`src/rtl/rx_ring_pkg.sv`:
```
package rx_ring_pkg;

  typedef enum logic [2:0] {
    S_IDLE,
    S_FETCH,
    S_DATA,
    S_DROP,
    S_HDR,
    S_DONE
  } rxState_t;

  // strobes from control to datapath
  typedef struct packed {
    logic latchDesc;
    logic takeByte;
    logic hdrWrite;
  } dpCtl_t;

  localparam int DESC_W       = 64;
  localparam int DESC_EOT_BIT = 63;
  localparam int DESC_CAP_LSB = 32;
  localparam int DESC_CAP_W   = 16;
  localparam int DESC_BUF_W   = 32;
  localparam int HDR_MIN      = 2;

endpackage

```
`src/rtl/rx_ring_datapath.sv`:
```
module rx_ring_datapath
  import rx_ring_pkg::*;
#(
  parameter int ADDR_W = 32,
  parameter int OFF_W  = 8
) (
  input  logic              clk,
  input  logic              rstN,
  input  dpCtl_t            ctl,
  input  logic [DESC_W-1:0] descData,
  input  logic [7:0]        inData,
  input  logic [OFF_W-1:0]  cfgRxOffset,
  input  logic              memAck,
  output logic              memReq,
  output logic [ADDR_W-1:0] memAddr,
  output logic [7:0]        memData,
  output logic              memBusy,
  output logic              hdrDone,
  output logic              descEot
);

  localparam int LEN_W = DESC_CAP_W;

  logic [ADDR_W-1:0] bufAddr;
  logic [LEN_W-1:0]  capBytes;
  logic              eotFlag;
  logic [OFF_W-1:0]  offEff;
  logic [LEN_W-1:0]  lenCnt;
  logic [OFF_W-1:0]  hdrIdx;
  logic [OFF_W-1:0]  offNext;
  logic              room;
  logic [7:0]        hdrByte;

  always_comb begin
    offNext = (cfgRxOffset < OFF_W'(HDR_MIN)) ? OFF_W'(HDR_MIN) : cfgRxOffset;
    room    = (capBytes > LEN_W'(offEff)) && (lenCnt < (capBytes - LEN_W'(offEff)));
    hdrDone = (hdrIdx == offEff);
    memBusy = memReq;
    descEot = eotFlag;
    if (hdrIdx == '0)
      hdrByte = lenCnt[7:0];
    else if (hdrIdx == OFF_W'(1))
      hdrByte = lenCnt[15:8];
    else
      hdrByte = 8'h00;
  end

  always_ff @(posedge clk or negedge rstN) begin
    if (!rstN) begin
      bufAddr  <= '0;
      capBytes <= '0;
      eotFlag  <= 1'b0;
      offEff   <= OFF_W'(HDR_MIN);
      lenCnt   <= '0;
      hdrIdx   <= '0;
      memReq   <= 1'b0;
      memAddr  <= '0;
      memData  <= '0;
    end else begin
      if (memReq && memAck) memReq <= 1'b0;
      if (ctl.latchDesc) begin
        bufAddr  <= ADDR_W'(descData[DESC_BUF_W-1:0]);
        capBytes <= descData[DESC_CAP_LSB +: DESC_CAP_W];
        eotFlag  <= descData[DESC_EOT_BIT];
        offEff   <= offNext;
        lenCnt   <= '0;
        hdrIdx   <= '0;
      end
      if (ctl.takeByte && room) begin
        memReq  <= 1'b1;
        memAddr <= bufAddr + ADDR_W'(offEff) + ADDR_W'(lenCnt);
        memData <= inData;
        lenCnt  <= lenCnt + 1'b1;
      end
      if (ctl.hdrWrite) begin
        memReq  <= 1'b1;
        memAddr <= bufAddr + ADDR_W'(hdrIdx);
        memData <= hdrByte;
        hdrIdx  <= hdrIdx + 1'b1;
      end
    end
  end


  mem_hold_chk: assert property (@(posedge clk) disable iff (!rstN)
    memReq && !memAck |=> memReq && $stable(memAddr) && $stable(memData));


  write_bound_chk: assert property (@(posedge clk) disable iff (!rstN)
    memReq |-> ((memAddr - bufAddr) < ADDR_W'(capBytes)));

endmodule

```
`src/rtl/rx_ring_ctrl.sv`:
```
module rx_ring_ctrl
  import rx_ring_pkg::*;
#(
  parameter int ADDR_W     = 32,
  parameter int RING_W     = 16,
  parameter int IRQ_W      = 8,
  parameter int DESC_BYTES = 16
) (
  input  logic              clk,
  input  logic              rstN,
  input  logic              cfgEnable,
  input  logic              cfgOverflowCont,
  input  logic [ADDR_W-1:0] cfgRingBase,
  input  logic [RING_W-1:0] cfgLastDesc,
  input  logic [IRQ_W-1:0]  cfgFrameCount,
  input  logic              inValid,
  input  logic              inLast,
  output logic              inReady,
  output logic              descReq,
  output logic [ADDR_W-1:0] descAddr,
  input  logic              descAck,
  input  logic              memBusy,
  input  logic              hdrDone,
  input  logic              descEot,
  output dpCtl_t            ctl,
  output logic [RING_W-1:0] stat0Cur,
  output logic [RING_W-1:0] stat1Active,
  output logic              rxIrq
);

  localparam logic [RING_W-1:0] STEP = RING_W'(DESC_BYTES);

  rxState_t         state;
  logic [RING_W-1:0] curOfs;
  logic [RING_W-1:0] activeOfs;
  logic [IRQ_W-1:0]  frameCnt;
  logic              irqQ;
  logic              haveDesc;
  logic              beat;
  logic              irqHit;

  always_comb begin
    haveDesc = (curOfs != cfgLastDesc);
    inReady  = cfgEnable && (((state == S_DATA) && !memBusy) || (state == S_DROP));
    descReq  = (state == S_FETCH);
    descAddr = cfgRingBase + ADDR_W'(curOfs);
    beat     = inValid && inReady;
    irqHit   = (({1'b0, frameCnt} + 1'b1) >= {1'b0, cfgFrameCount});
    ctl           = '0;
    ctl.latchDesc = (state == S_FETCH) && descAck;
    ctl.takeByte  = (state == S_DATA) && beat;
    ctl.hdrWrite  = (state == S_HDR) && !memBusy && !hdrDone;
  end

  assign stat0Cur    = curOfs;
  assign stat1Active = activeOfs;
  assign rxIrq       = irqQ;

  always_ff @(posedge clk or negedge rstN) begin
    if (!rstN) begin
      state     <= S_IDLE;
      curOfs    <= '0;
      activeOfs <= '0;
      frameCnt  <= '0;
      irqQ      <= 1'b0;
    end else begin
      irqQ <= 1'b0;
      unique case (state)
        S_IDLE: if (cfgEnable && inValid) begin
          if (haveDesc) begin
            state     <= S_FETCH;
            activeOfs <= curOfs;
          end else if (cfgOverflowCont) begin
            state <= S_DROP;
          end
        end
        S_FETCH: if (descAck) state <= S_DATA;
        S_DATA:  if (beat && inLast) state <= S_HDR;
        S_DROP:  if (beat && inLast) state <= S_IDLE;
        S_HDR:   if (!memBusy && hdrDone) state <= S_DONE;
        S_DONE: begin
          curOfs <= descEot ? '0 : curOfs + STEP;
          if (irqHit) begin
            irqQ     <= 1'b1;
            frameCnt <= '0;
          end else begin
            frameCnt <= frameCnt + 1'b1;
          end
          state <= S_IDLE;
        end
        default: state <= S_IDLE;
      endcase
    end
  end


  advance_chk: assert property (@(posedge clk) disable iff (!rstN)
    !$stable(stat0Cur) |-> (stat0Cur == '0) || (stat0Cur == $past(stat0Cur) + STEP));


  fetch_limit_chk: assert property (@(posedge clk) disable iff (!rstN)
    $rose(descReq) |-> (descAddr != cfgRingBase + ADDR_W'(cfgLastDesc)));


  drop_nowrite_chk: assert property (@(posedge clk) disable iff (!rstN)
    (state == S_DROP) |-> !memBusy);


  irq_pulse_chk: assert property (@(posedge clk) disable iff (!rstN)
    rxIrq |=> !rxIrq);

endmodule

```
`src/rtl/rx_ring_dma.sv`:
```
module rx_ring_dma
  import rx_ring_pkg::*;
#(
  parameter int ADDR_W     = 32,
  parameter int RING_W     = 16,
  parameter int OFF_W      = 8,
  parameter int IRQ_W      = 8,
  parameter int DESC_BYTES = 16
) (
  input  logic              clk,
  input  logic              rstN,
  input  logic              cfgEnable,
  input  logic              cfgOverflowCont,
  input  logic [OFF_W-1:0]  cfgRxOffset,
  input  logic [ADDR_W-1:0] cfgRingBase,
  input  logic [RING_W-1:0] cfgLastDesc,
  input  logic [IRQ_W-1:0]  cfgFrameCount,
  output logic [RING_W-1:0] stat0Cur,
  output logic [RING_W-1:0] stat1Active,
  input  logic [7:0]        inData,
  input  logic              inValid,
  input  logic              inLast,
  output logic              inReady,
  output logic              descReq,
  output logic [ADDR_W-1:0] descAddr,
  input  logic              descAck,
  input  logic [DESC_W-1:0] descData,
  output logic              memReq,
  output logic [ADDR_W-1:0] memAddr,
  output logic [7:0]        memData,
  input  logic              memAck,
  output logic              rxIrq
);

  dpCtl_t ctl;
  logic   memBusy;
  logic   hdrDone;
  logic   descEot;

  rx_ring_ctrl #(
    .ADDR_W(ADDR_W), .RING_W(RING_W), .IRQ_W(IRQ_W), .DESC_BYTES(DESC_BYTES)
  ) u_ctrl (
    .clk(clk), .rstN(rstN),
    .cfgEnable(cfgEnable), .cfgOverflowCont(cfgOverflowCont),
    .cfgRingBase(cfgRingBase), .cfgLastDesc(cfgLastDesc),
    .cfgFrameCount(cfgFrameCount),
    .inValid(inValid), .inLast(inLast), .inReady(inReady),
    .descReq(descReq), .descAddr(descAddr), .descAck(descAck),
    .memBusy(memBusy), .hdrDone(hdrDone), .descEot(descEot),
    .ctl(ctl), .stat0Cur(stat0Cur), .stat1Active(stat1Active), .rxIrq(rxIrq)
  );

  rx_ring_datapath #(
    .ADDR_W(ADDR_W), .OFF_W(OFF_W)
  ) u_dp (
    .clk(clk), .rstN(rstN), .ctl(ctl), .descData(descData),
    .inData(inData), .cfgRxOffset(cfgRxOffset), .memAck(memAck),
    .memReq(memReq), .memAddr(memAddr), .memData(memData),
    .memBusy(memBusy), .hdrDone(hdrDone), .descEot(descEot)
  );

endmodule

```
`config.mk`:
```
export PLATFORM = sky130hd
export DESIGN_NAME = rx_ring_dma
export DESIGN_NICKNAME = d
export VERILOG_FILES = /design/src/rtl/rx_ring_pkg.sv /design/src/rtl/rx_ring_datapath.sv /design/src/rtl/rx_ring_ctrl.sv /design/src/rtl/rx_ring_dma.sv
export SDC_FILE = /design/constraint.sdc
export NUM_CORES = 1
export LEC_CHECK = 0
export ABC_AREA = 1
export BUFFER_PORTS_ARGS = -buffer_cell sky130_fd_sc_hd__buf_4
export CAP_MARGIN = 20
export CORE_MARGIN = 2
export CORE_UTILIZATION = 50
export DETAILED_ROUTE_END_ITERATION = 7
export GPL_TIMING_DRIVEN = 0
export HOLD_SLACK_MARGIN = 0.06
export MAX_ROUTING_LAYER = met4
export PLACE_DENSITY = 0.83
export SETUP_SLACK_MARGIN = 0.15
export SLEW_MARGIN = 20
export SYNTH_ARGS = -nofsm -noshare
export SYNTH_HDL_FRONTEND = slang
export SYNTH_HIERARCHICAL = 1
export SYNTH_SLANG_ARGS = --single-unit
```
`constraint.sdc`:
```
create_clock -name clk -period 4.15 [get_ports clk]
set_clock_uncertainty 0.2 [all_clocks]
set_input_delay 0.6225 -clock clk [delete_from_list [all_inputs] [get_ports clk]]
set_output_delay 0.6225 -clock clk [all_outputs]
set_load 0.03 [all_outputs]
```
-- Word level (Yosys, flattened, before mapping)
Index checks and enable logic that the tools add are counted.
- add/subtract/negate cells: 10
- order comparisons: 4
- equality and inequality tests: 14
- multiplexer cells: 26
- reduce and logical (&&, ||, !) cells: 24
- operators by type and width (cell ; count):
    $add A32 B16 Y32 ; 2
    $add A32 B8 Y32 ; 2
    $mux W32 ; 2
    $mux W8 ; 8
    $mux W16 ; 3
    $mux W3 ; 7
    $add A16 B1 Y16 const B ; 1
    $add A16 B5 Y16 const B ; 1
    $add A8 B1 Y8 const B ; 2
    $gt A16 B8 Y1 ; 1
    $lt A16 B16 Y1 ; 1
    $ne A16 B16 Y1 ; 1
    $sub A16 B8 Y16 ; 1
    $pmux W3 S5 ; 1
    $logic_and A1 B1 Y1 ; 13
    $add A8 B1 Y9 const B ; 1
    $ge A9 B8 Y1 ; 1
    $eq A8 B1 Y1 const B ; 1
    $eq A8 B8 Y1 ; 1
    $logic_not A8 Y1 ; 1
    $lt A8 B2 Y1 const B ; 1
    $eq A3 B2 Y1 const B ; 2
    $eq A3 B3 Y1 const B ; 2
    $ne A2 B2 Y1 const B ; 3
    11 further kinds ; 19
- bits in registers: 166
- bits of input ports: 144
- output and inout port bits: 108
- word-level logic and storage cells: 92

-- Logic depth before layout (Yosys ltp)
Gate-level depths: netlist of run 1.
- depth in word-level cells: 9
- depth in mapped cells: 24
- gate-level depth less buffers: 23

-- Hierarchy
The synthesis of run 1 kept the hierarchy.
- by module, submodules not included (module ; times used ; cells each ; area each (µm²) ; seq. area each (µm²)):
    rx_ring_datapath ; 1 ; 1442 ; 9417.8 ; 3054.2
    rx_ring_ctrl ; 1 ; 609 ; 3773.6 ; 900.9

-- Worst setup path before layout of run 1
No wires, ideal clock.
- path kind: register to register
- start point: register u_dp.offEff[1]
- end point: register u_dp.lenCnt[12]
- library setup time: 120 ps
- arrival: 3054 ps
- data required time: 3830 ps
- setup slack: 776 ps
- stages on the path, launching flop included: 24
- buffers on the path: 1
- period minus slack after synthesis: 3374 ps
- path through: dfstp_2 > inv_1 > ha_1 > nand2_1 > nor3_1 > nor2_1 > o21ai_0 > nand2_1 > nand2_1 > inv_1 > nand3_1 > nand2_1 > ha_1 > nand2_1 > inv_1 > nor2_1 > o21ai_0 > a21oi_1 > nand4_4 > nand2_2 > inv_1 > buf_6 > nand2_1 > nand2_1
- cells in the longest elaborated chain, start to end: 5
- elaborated cells between the ends (all ways): 7
- classes of those cells: add/sub: 1; order compare: 2; mux: 1; reduce/logical: 3
- RTL lines (what ; RTL line ; source):
    start: declaration ; rx_ring_datapath.sv:27 ; logic [OFF_W-1:0] offEff;
    start signal: assignment ; rx_ring_datapath.sv:53 ; offEff <= OFF_W'(HDR_MIN);
    start signal: assignment ; rx_ring_datapath.sv:65 ; offEff <= offNext;
    $sub A16 B8 Y16 ; rx_ring_datapath.sv:36 ; room = (capBytes > LEN_W'(offEff)) && (lenCnt < (capBytes - LEN_W'(offEff)));
    $lt A16 B16 Y1 ; rx_ring_datapath.sv:36 ;
    $logic_and A1 B1 Y1 (*) ; rx_ring_datapath.sv:36 ;
    $logic_and A1 B1 Y1 (*) ; rx_ring_datapath.sv:69 ; if (ctl.takeByte && room) begin
    $mux W16 or $reduce_bool A2 Y1 (tied branches) ; n/a ;
    end signal: assignment ; rx_ring_datapath.sv:73 ; lenCnt <= lenCnt + 1'b1;
    end: declaration ; rx_ring_datapath.sv:28 ; logic [LEN_W-1:0] lenCnt;
Every way passes the cells marked *; elsewhere a longest branch is shown, timed or not.
A chain may end at the register's enable or synchronous reset.

-- Final worst setup path of run 1
- start point: register u_dp.offEff[2]
- end point: register u_dp.memAddr[21]
- cells in the longest elaborated chain, start to end: 5
- elaborated cells between the ends (all ways): 13
- classes of those cells: add/sub: 3; order compare: 2; eq/ne: 1; mux: 2; reduce/logical: 5
- RTL lines (what ; RTL line ; source):
    branches (longest 5 deep; another with $add A32 B8 Y32) ; n/a ;
    end signal: assignment ; rx_ring_datapath.sv:71 ; memAddr <= bufAddr + ADDR_W'(offEff) + ADDR_W'(lenCnt);
    end signal: assignment ; rx_ring_datapath.sv:77 ; memAddr <= bufAddr + ADDR_W'(hdrIdx);
    end: declaration ; rx_ring_datapath.sv:15 ; output logic [ADDR_W-1:0] memAddr,
Several ways; the timed one is not identified. The select of a mux whose other input is x is not followed.

==> results of run 1 <==
[cell families (layout without fill, tap and decap cells)]
group                      count (synthesis)  in the layout  synth area share [%]
xor gates and xnor gates                  55             55                  3.65
other                                      1              9                0.0284
DFF                                      158            158                  30.0
buffers and inverters                    335            598                  10.6
AOI/OAI and AO/OA                        205            205                  8.48
and+or+nand+nor                         1204           1204                  37.9
adders and majority gates                 93             93                  9.45
[cells in the mapped netlist (all sizes together), types with 11 or more instances]
cell type / count / area share [%]
ha: 82 / 7.8
nand2: 805 / 23
nor3: 33 / 1.3
xnor2: 19 / 1.3
nand4: 34 / 1.7
clkbuf: 18 / 0.51
nand3: 142 / 5.5
a21oi: 63 / 2.4
fa: 11 / 1.7
nor2: 164 / 4.9
xor2: 36 / 2.4
buf: 29 / 1.8
inv: 286 / 8.2
o21ai: 121 / 4.9
dfrtp: 157 / 30
[through the flow]
step           instances  worst slack (ns)  power [uW]  instance area, um2
2_1_floorplan       2059             0.776        6380               13200
3_5_place_dp        2622             0.293        8260               15400
6_report            2657             0.458        9970               16000
3_3_place_gp        2621             0.315        8080               15300
5_1_grt             2657             0.162       10700               16000
4_1_cts             2655             0.254        9880               16000
[worst max path at each step]
stage,endpoint,cells past startpoint,from,slack (ns)
after floorplan,u_dp/lenCnt[12],23,u_dp/offEff[1],0.78
after global placement,u_dp/memAddr[24],22,u_dp/offEff[1],0.31
after detailed placement,u_dp/memAddr[21],23,u_dp/offEff[1],0.29
after CTS,u_dp/memAddr[21],23,u_dp/offEff[1],0.25
after global routing,u_dp/memAddr[18],20,u_dp/offEff[2],0.16
final,u_dp/memAddr[21],21,u_dp/offEff[2],0.46
[tightest hold or removal path, delay by kind of cell]
family,cells,cell delay [ns]
simple gates,2,0.09
buf+inv,1,0.07
[final cells by class]
class / instances / share of cell area [%]
inverters: 288 / 6.76
flip-flops and latches: 158 / 24.7
repair buffers: 231 / 11.0
clock inverters: 15 / 1.09
multi-input cells: 1566 / 49.3
well taps: 335 / 2.61
plain buffers: 47 / 1.93
clock buffers: 17 / 2.65
[flip-flops by register name, indices dropped and copies added (netlist names)]
register            cells
u_dp/bufAddr           32
u_dp/memAddr           32
u_dp/capBytes          16
u_dp/lenCnt            16
u_ctrl/stat0Cur        12
u_ctrl/stat1Active     12
u_ctrl/frameCnt         8
u_dp/hdrIdx             8
u_dp/memData            8
u_dp/offEff             8
u_ctrl/state            3
u_ctrl/rxIrq            1
u_dp/descEot            1
u_dp/memBusy            1
[power by group]
part / internal [uW] / switching, uW
logic: 2000 / 3680
clock network: 811 / 769
registers: 2090 / 626
total: 4900 / 5070
[timing repair]
action                     in CTS  in global routing
setup endpoints to repair       0                 57
gates resized for setup         0                  8
hold endpoints to repair       65                  0
hold buffers                    1                  0
setup buffers                   0                  2
[metal layers]
layer | track usage (%) | up-vias | share of wire, %
li1 | - | 6957 | -
met1 | 40.9 | 6588 | 42
met2 | 55.7 | 563 | 48
met3 | 3.68 | 103 | 6.2
met4 | 11.6 | 0 | 3.5
met5 | - | - | 0
==> results.sh, run 1 <==
export IMPL_outcome="finished clean"
export IMPL_synth_cells=2051
export IMPL_grt_overflow=0
export IMPL_row_count=59
export IMPL_ys_ff_latch=158
export IMPL_utilization_pct=61.7
export IMPL_synth_main_ff_cell="dfrtp_1"
export IMPL_vdd_ir_drop_worst_mv=0.369
export IMPL_hp_class="in2reg"
export IMPL_hold_slack_ns=0.180
export IMPL_critPathMaxFanout=10
export IMPL_drt_initial_drc_count=1290
export IMPL_seq_area_um2=3960
export IMPL_fp_dieArea_um2=27700
export IMPL_holdPathStages=3
export IMPL_maxCapViolations=0
export IMPL_synthArstFlopShare_pct=100
export IMPL_areaGrowthSynthToFinish_pct=21.5
export IMPL_grt_pass1_vias=13744
export IMPL_hp_start="descData[39]"
export IMPL_rsz0062_at_grt="no"
export IMPL_pwr_density_cell_nw_per_um2=622
export IMPL_cts_tree="done"
export IMPL_drc=0
export IMPL_wl_um=44400
export IMPL_ios=252
export IMPL_timing_rr_end="u_dp/memAddr[21]"
export IMPL_r2r_setup_slack_ns=0.46
export IMPL_synth_edf_count=0
export IMPL_cts_root_buffer="clkbuf_16"
export IMPL_setup_viol=0
export IMPL_period_share_pct=89.0
export IMPL_critPathBufInv=4
export IMPL_hold_end="u_dp/capBytes[7]"
export IMPL_core_area_um2=26000
export IMPL_syn_area_per_cell_um2=6.43
export IMPL_cts_sinks=158
export IMPL_antenna_found_initial=0
export IMPL_worst_pin_slew_ns=0.886
export IMPL_yosysUniqueCellTypes=52
export IMPL_die_y_um=166
export IMPL_grt_pass1_wl_um=70600
export IMPL_arrival_ns=3.83
export IMPL_reg2reg_depth=21
export IMPL_firstDrtPassIters=6
export IMPL_grt_max_degree=94
export IMPL_p_leak_uw=0.00897
export IMPL_die_w_um=166
export IMPL_path_common_cell="nand2_1"
export IMPL_ys_seq_area_share_pct=30.0
export IMPL_fmax_mhz=271
export IMPL_critPathRequiredTime_ns=4.28
export IMPL_drive_above_1_share_pct=14.4
export IMPL_path_class="reg2reg"
export IMPL_routedWlPerCell_um=16.7
export IMPL_crit_path_max_incr_delay_ns=0.43
export IMPL_tns_ns=0
export IMPL_diodes=0
export IMPL_viasPerCell=5.35
export IMPL_most_common_layout_cells="nand2_1, inv_1, buf_4"
export IMPL_yosys_warnings=6
export IMPL_hold_viol_final=0
export IMPL_path_clk_slew_ns=0.07
export IMPL_cts_max_level=4
export IMPL_fill_cells=2455
export IMPL_maxSlewViolCount=0
export IMPL_path_delay_family="simple AND/OR/NAND/NOR gates"
export IMPL_period_needed_ns=3.69
export IMPL_hpwl_um=35700
export IMPL_worst_path_max_delay_cell="dfrtp_1"
export IMPL_numCtsBuffers=17
export IMPL_timing_rr_start="u_dp/offEff[2]"
export IMPL_vias=14211
export IMPL_numPortBuffers=227
export IMPL_endpoint_kind="register"
export IMPL_worstPathCellList="inv_1 > ha_1 > nand2_1 > nor3_2 > nor2_2 > o21ai_2 > nand2_1 > nand2_1 > inv_1 > nand3_1 > nand2_1 > ha_1 > nand2_1 > o21ai_0 > a21oi_1 > nand4_4 > nand2_4 > inv_4 > buf_6 > nand2_1 > nand2_1"
export IMPL_slew_headroom_pct=41.0
export IMPL_layout_commonest_cell="nand2_1"
export IMPL_start_kind="register"
export IMPL_antenna_left=0
export IMPL_initial_core_util_pct=50.8
export IMPL_multiInputGateArea_um2=7900
export IMPL_insertion_delay_ns=0.44
export IMPL_place_congestion=0.978
export IMPL_cts_max_path_buffers=2
export IMPL_grt_use_total_pct=32.9
export IMPL_nets=2546
export IMPL_syn_area_um2=13200
Note: power is estimated with default switching activity, not from simulation.
==> run 2: changes to the inputs <==
Settings changed: CORE_MARGIN 2 to default.
==> run 2 against run 1 <==
Highest routed layer unchanged. Flip-flop and latch count unchanged. Utilization is 0.072 points lower. Die area shrank 2.4%. Non-clock buffer count is the same. Worst hold slack got worse by 0.0037 ns. Clock power hardly changed. Critical path type unchanged. Critical path depth is 11 lower. Sequential share of layout area about the same.
==> results.sh, run 2 (synthesis gave the netlist of run 1 again) <==
export IMPL_outcome="finished clean"
export IMPL_numPortBuffers=227
export IMPL_p_leak_uw=0.00897
export IMPL_ios=252
export IMPL_cts_sinks=158
export IMPL_grt_max_degree=96
export IMPL_vdd_ir_drop_worst_mv=0.408
export IMPL_wl_um=43600
export IMPL_cell_internal_pwr_uw=4940
export IMPL_antenna_left=0
export IMPL_fmax_mhz=278
export IMPL_start_kind="register"
export IMPL_cts_tree="done"
export IMPL_grt_busiest_layer="met2"
export IMPL_drc=0
export IMPL_layout_commonest_cell="nand2_1"
export IMPL_hp_start="memAck"
export IMPL_routedWlPerCell_um=16.4
export IMPL_hp_class="in2reg"
export IMPL_netSwitchingFraction_pct=50.0
export IMPL_power_frac_seq_pct=27.3
export IMPL_vias=14128
export IMPL_endpoint_kind="register"
export IMPL_timing_rr_start="u_dp/hdrIdx[0]"
export IMPL_p_switching_uw=4940
export IMPL_insertion_delay_ns=0.44
export IMPL_path_clk_slew_ns=0.07
export IMPL_grt_use_met1_pct=41.5
export IMPL_numCtsBuffers=17
export IMPL_worst_pin_slew_ns=0.869
export IMPL_period_needed_ns=3.60
export IMPL_place_congestion=1.03
export IMPL_gr_usage_met3_pct=3.72
export IMPL_setup_viol=0
export IMPL_arrival_ns=3.73
export IMPL_die_w_um=164
export IMPL_firstDrtPassIters=5
export IMPL_crit_start="u_dp/hdrIdx[0]"
export IMPL_placedCellCount=2622
export IMPL_critPathMaxFanout=10
export IMPL_fin_cells=2658
export IMPL_use_met2_pct=56.7
export IMPL_maxSlewViolCount=0
export IMPL_power_share_clock_pct=16.0
export IMPL_crit_path_max_incr_delay_ns=0.67
export IMPL_fin_area_um2=16000
export IMPL_fp_dieArea_um2=27000
export IMPL_drive_above_1_share_pct=14.3
export IMPL_pwr_density_cell_nw_per_um2=617
export IMPL_drt_initial_drc_count=1348
export IMPL_period_share_pct=86.8
export IMPL_cts_max_path_buffers=2
export IMPL_cts_max_level=4
export IMPL_grt_pass1_wl_um=68100
export IMPL_maxCapViolations=0
export IMPL_cts_root_buffer="clkbuf_16"
export IMPL_placed_area_um2=15400
export IMPL_grt_overflow=0
export IMPL_nets=2546
export IMPL_rsz0062_at_grt="no"
export IMPL_hpwl_um=34900
export IMPL_hold_viol_final=0
export IMPL_row_count=59
export IMPL_worstPathCellList="xnor2_1 > nand4_1 > nor2_1 > nor3_1 > clkbuf_1 > clkbuf_1 > buf_1 > o21ai_0 > nand2_1 > nand2_1"
export IMPL_reg_top3="u_dp/bufAddr (32), u_dp/memAddr (32)"
export IMPL_p_comb_share_pct=56.6
export IMPL_grt_pass1_vias=13455
export IMPL_path_class="reg2reg"
export IMPL_worst_path_max_delay_cell="buf_1"
export IMPL_antenna_found_initial=1
export IMPL_total_power_uw=9880
export IMPL_tns_ns=0
export IMPL_initial_core_util_pct=50.8
export IMPL_path_delay_family="buffers and inverters"
export IMPL_slew_headroom_pct=42.1
export IMPL_utilization_pct=61.6
export IMPL_grt_use_total_pct=33.8
export IMPL_most_common_layout_cells="nand2_1, inv_1, buf_4"
export IMPL_areaGrowthSynthToFinish_pct=21.4
export IMPL_critPathBufInv=3
export IMPL_die_y_um=164
export IMPL_critPathRequiredTime_ns=4.28
export IMPL_core_area_um2=26000
export IMPL_viasPerCell=5.32
-- run 2: what timing repair did --
item | 4_1_cts | 5_1_grt
hold endpoints to repair | 63 | 0
endpoints found under the setup margin | 0 | 57
hold buffers | 1 | 0
resized for setup | 0 | 5
setup buffers | 0 | 2
-- run 2: final timing paths --
kind / end / cells after the start / slack, ns
min in group asynchronous: u_dp/lenCnt[8] / 2 / 0.51
max reg2reg: u_dp/memAddr[12] / 10 / 0.55
min reg2reg: u_dp/memAddr[11] / 2 / 0.27
max in group asynchronous: u_dp/bufAddr[11] / 3 / 2.39
max: u_dp/memAddr[12] / 10 / 0.55
min: u_dp/memBusy / 2 / 0.18
-- run 2: stage by stage --
step                hold WS (ns)  worst slack, ns
floorplan                  0.127            0.776
global placement           0.256            0.353
detailed placement         0.260            0.289
CTS                        0.168            0.267
global route               0.189            0.155
finish                     0.176            0.549
-- run 2: power by group through the flow --
stage | clock, uW | combinational [uW] | sequential [uW]
floorplan | 0 | 3480 | 2890
global placement | 0 | 5350 | 2700
detailed placement | 0 | 5470 | 2710
CTS | 1600 | 5500 | 2690
global route | 1670 | 6210 | 2770
finish | 1580 | 5590 | 2700
-- run 2: cell type report --
type	instances	area, um2
fill	2460	9970
multi-input combinational	1566	7890
sequential	158	3960
timing repair buffer	231	1760
inverter	288	1080
clock buffer	18	439
tap	335	419
buffer	47	309
clock inverter	14	145
antenna	1	2.50
-- run 2: worst reg2reg max path, delay by kind of cell, from the launching register on --
family | cells | cell delay (ns)
DFF | 1 | 0.49
AOI/OAI and AO/OA | 1 | 0.34
xor gates and xnor gates | 1 | 0.18
buffers and inverters | 3 | 1.72
and+or+nand+nor | 5 | 0.58
-- run 2: layer usage --
| metal | share of wire [%] | wire, um | vias up |
|---|---|---|---|
| li1 | - | - | 6969 |
| met1 | 42 | 18400 | 6522 |
| met2 | 48 | 20900 | 538 |
| met3 | 6.3 | 2740 | 99 |
| met4 | 3.6 | 1560 | 0 |
| met5 | 0 | 0 | - |
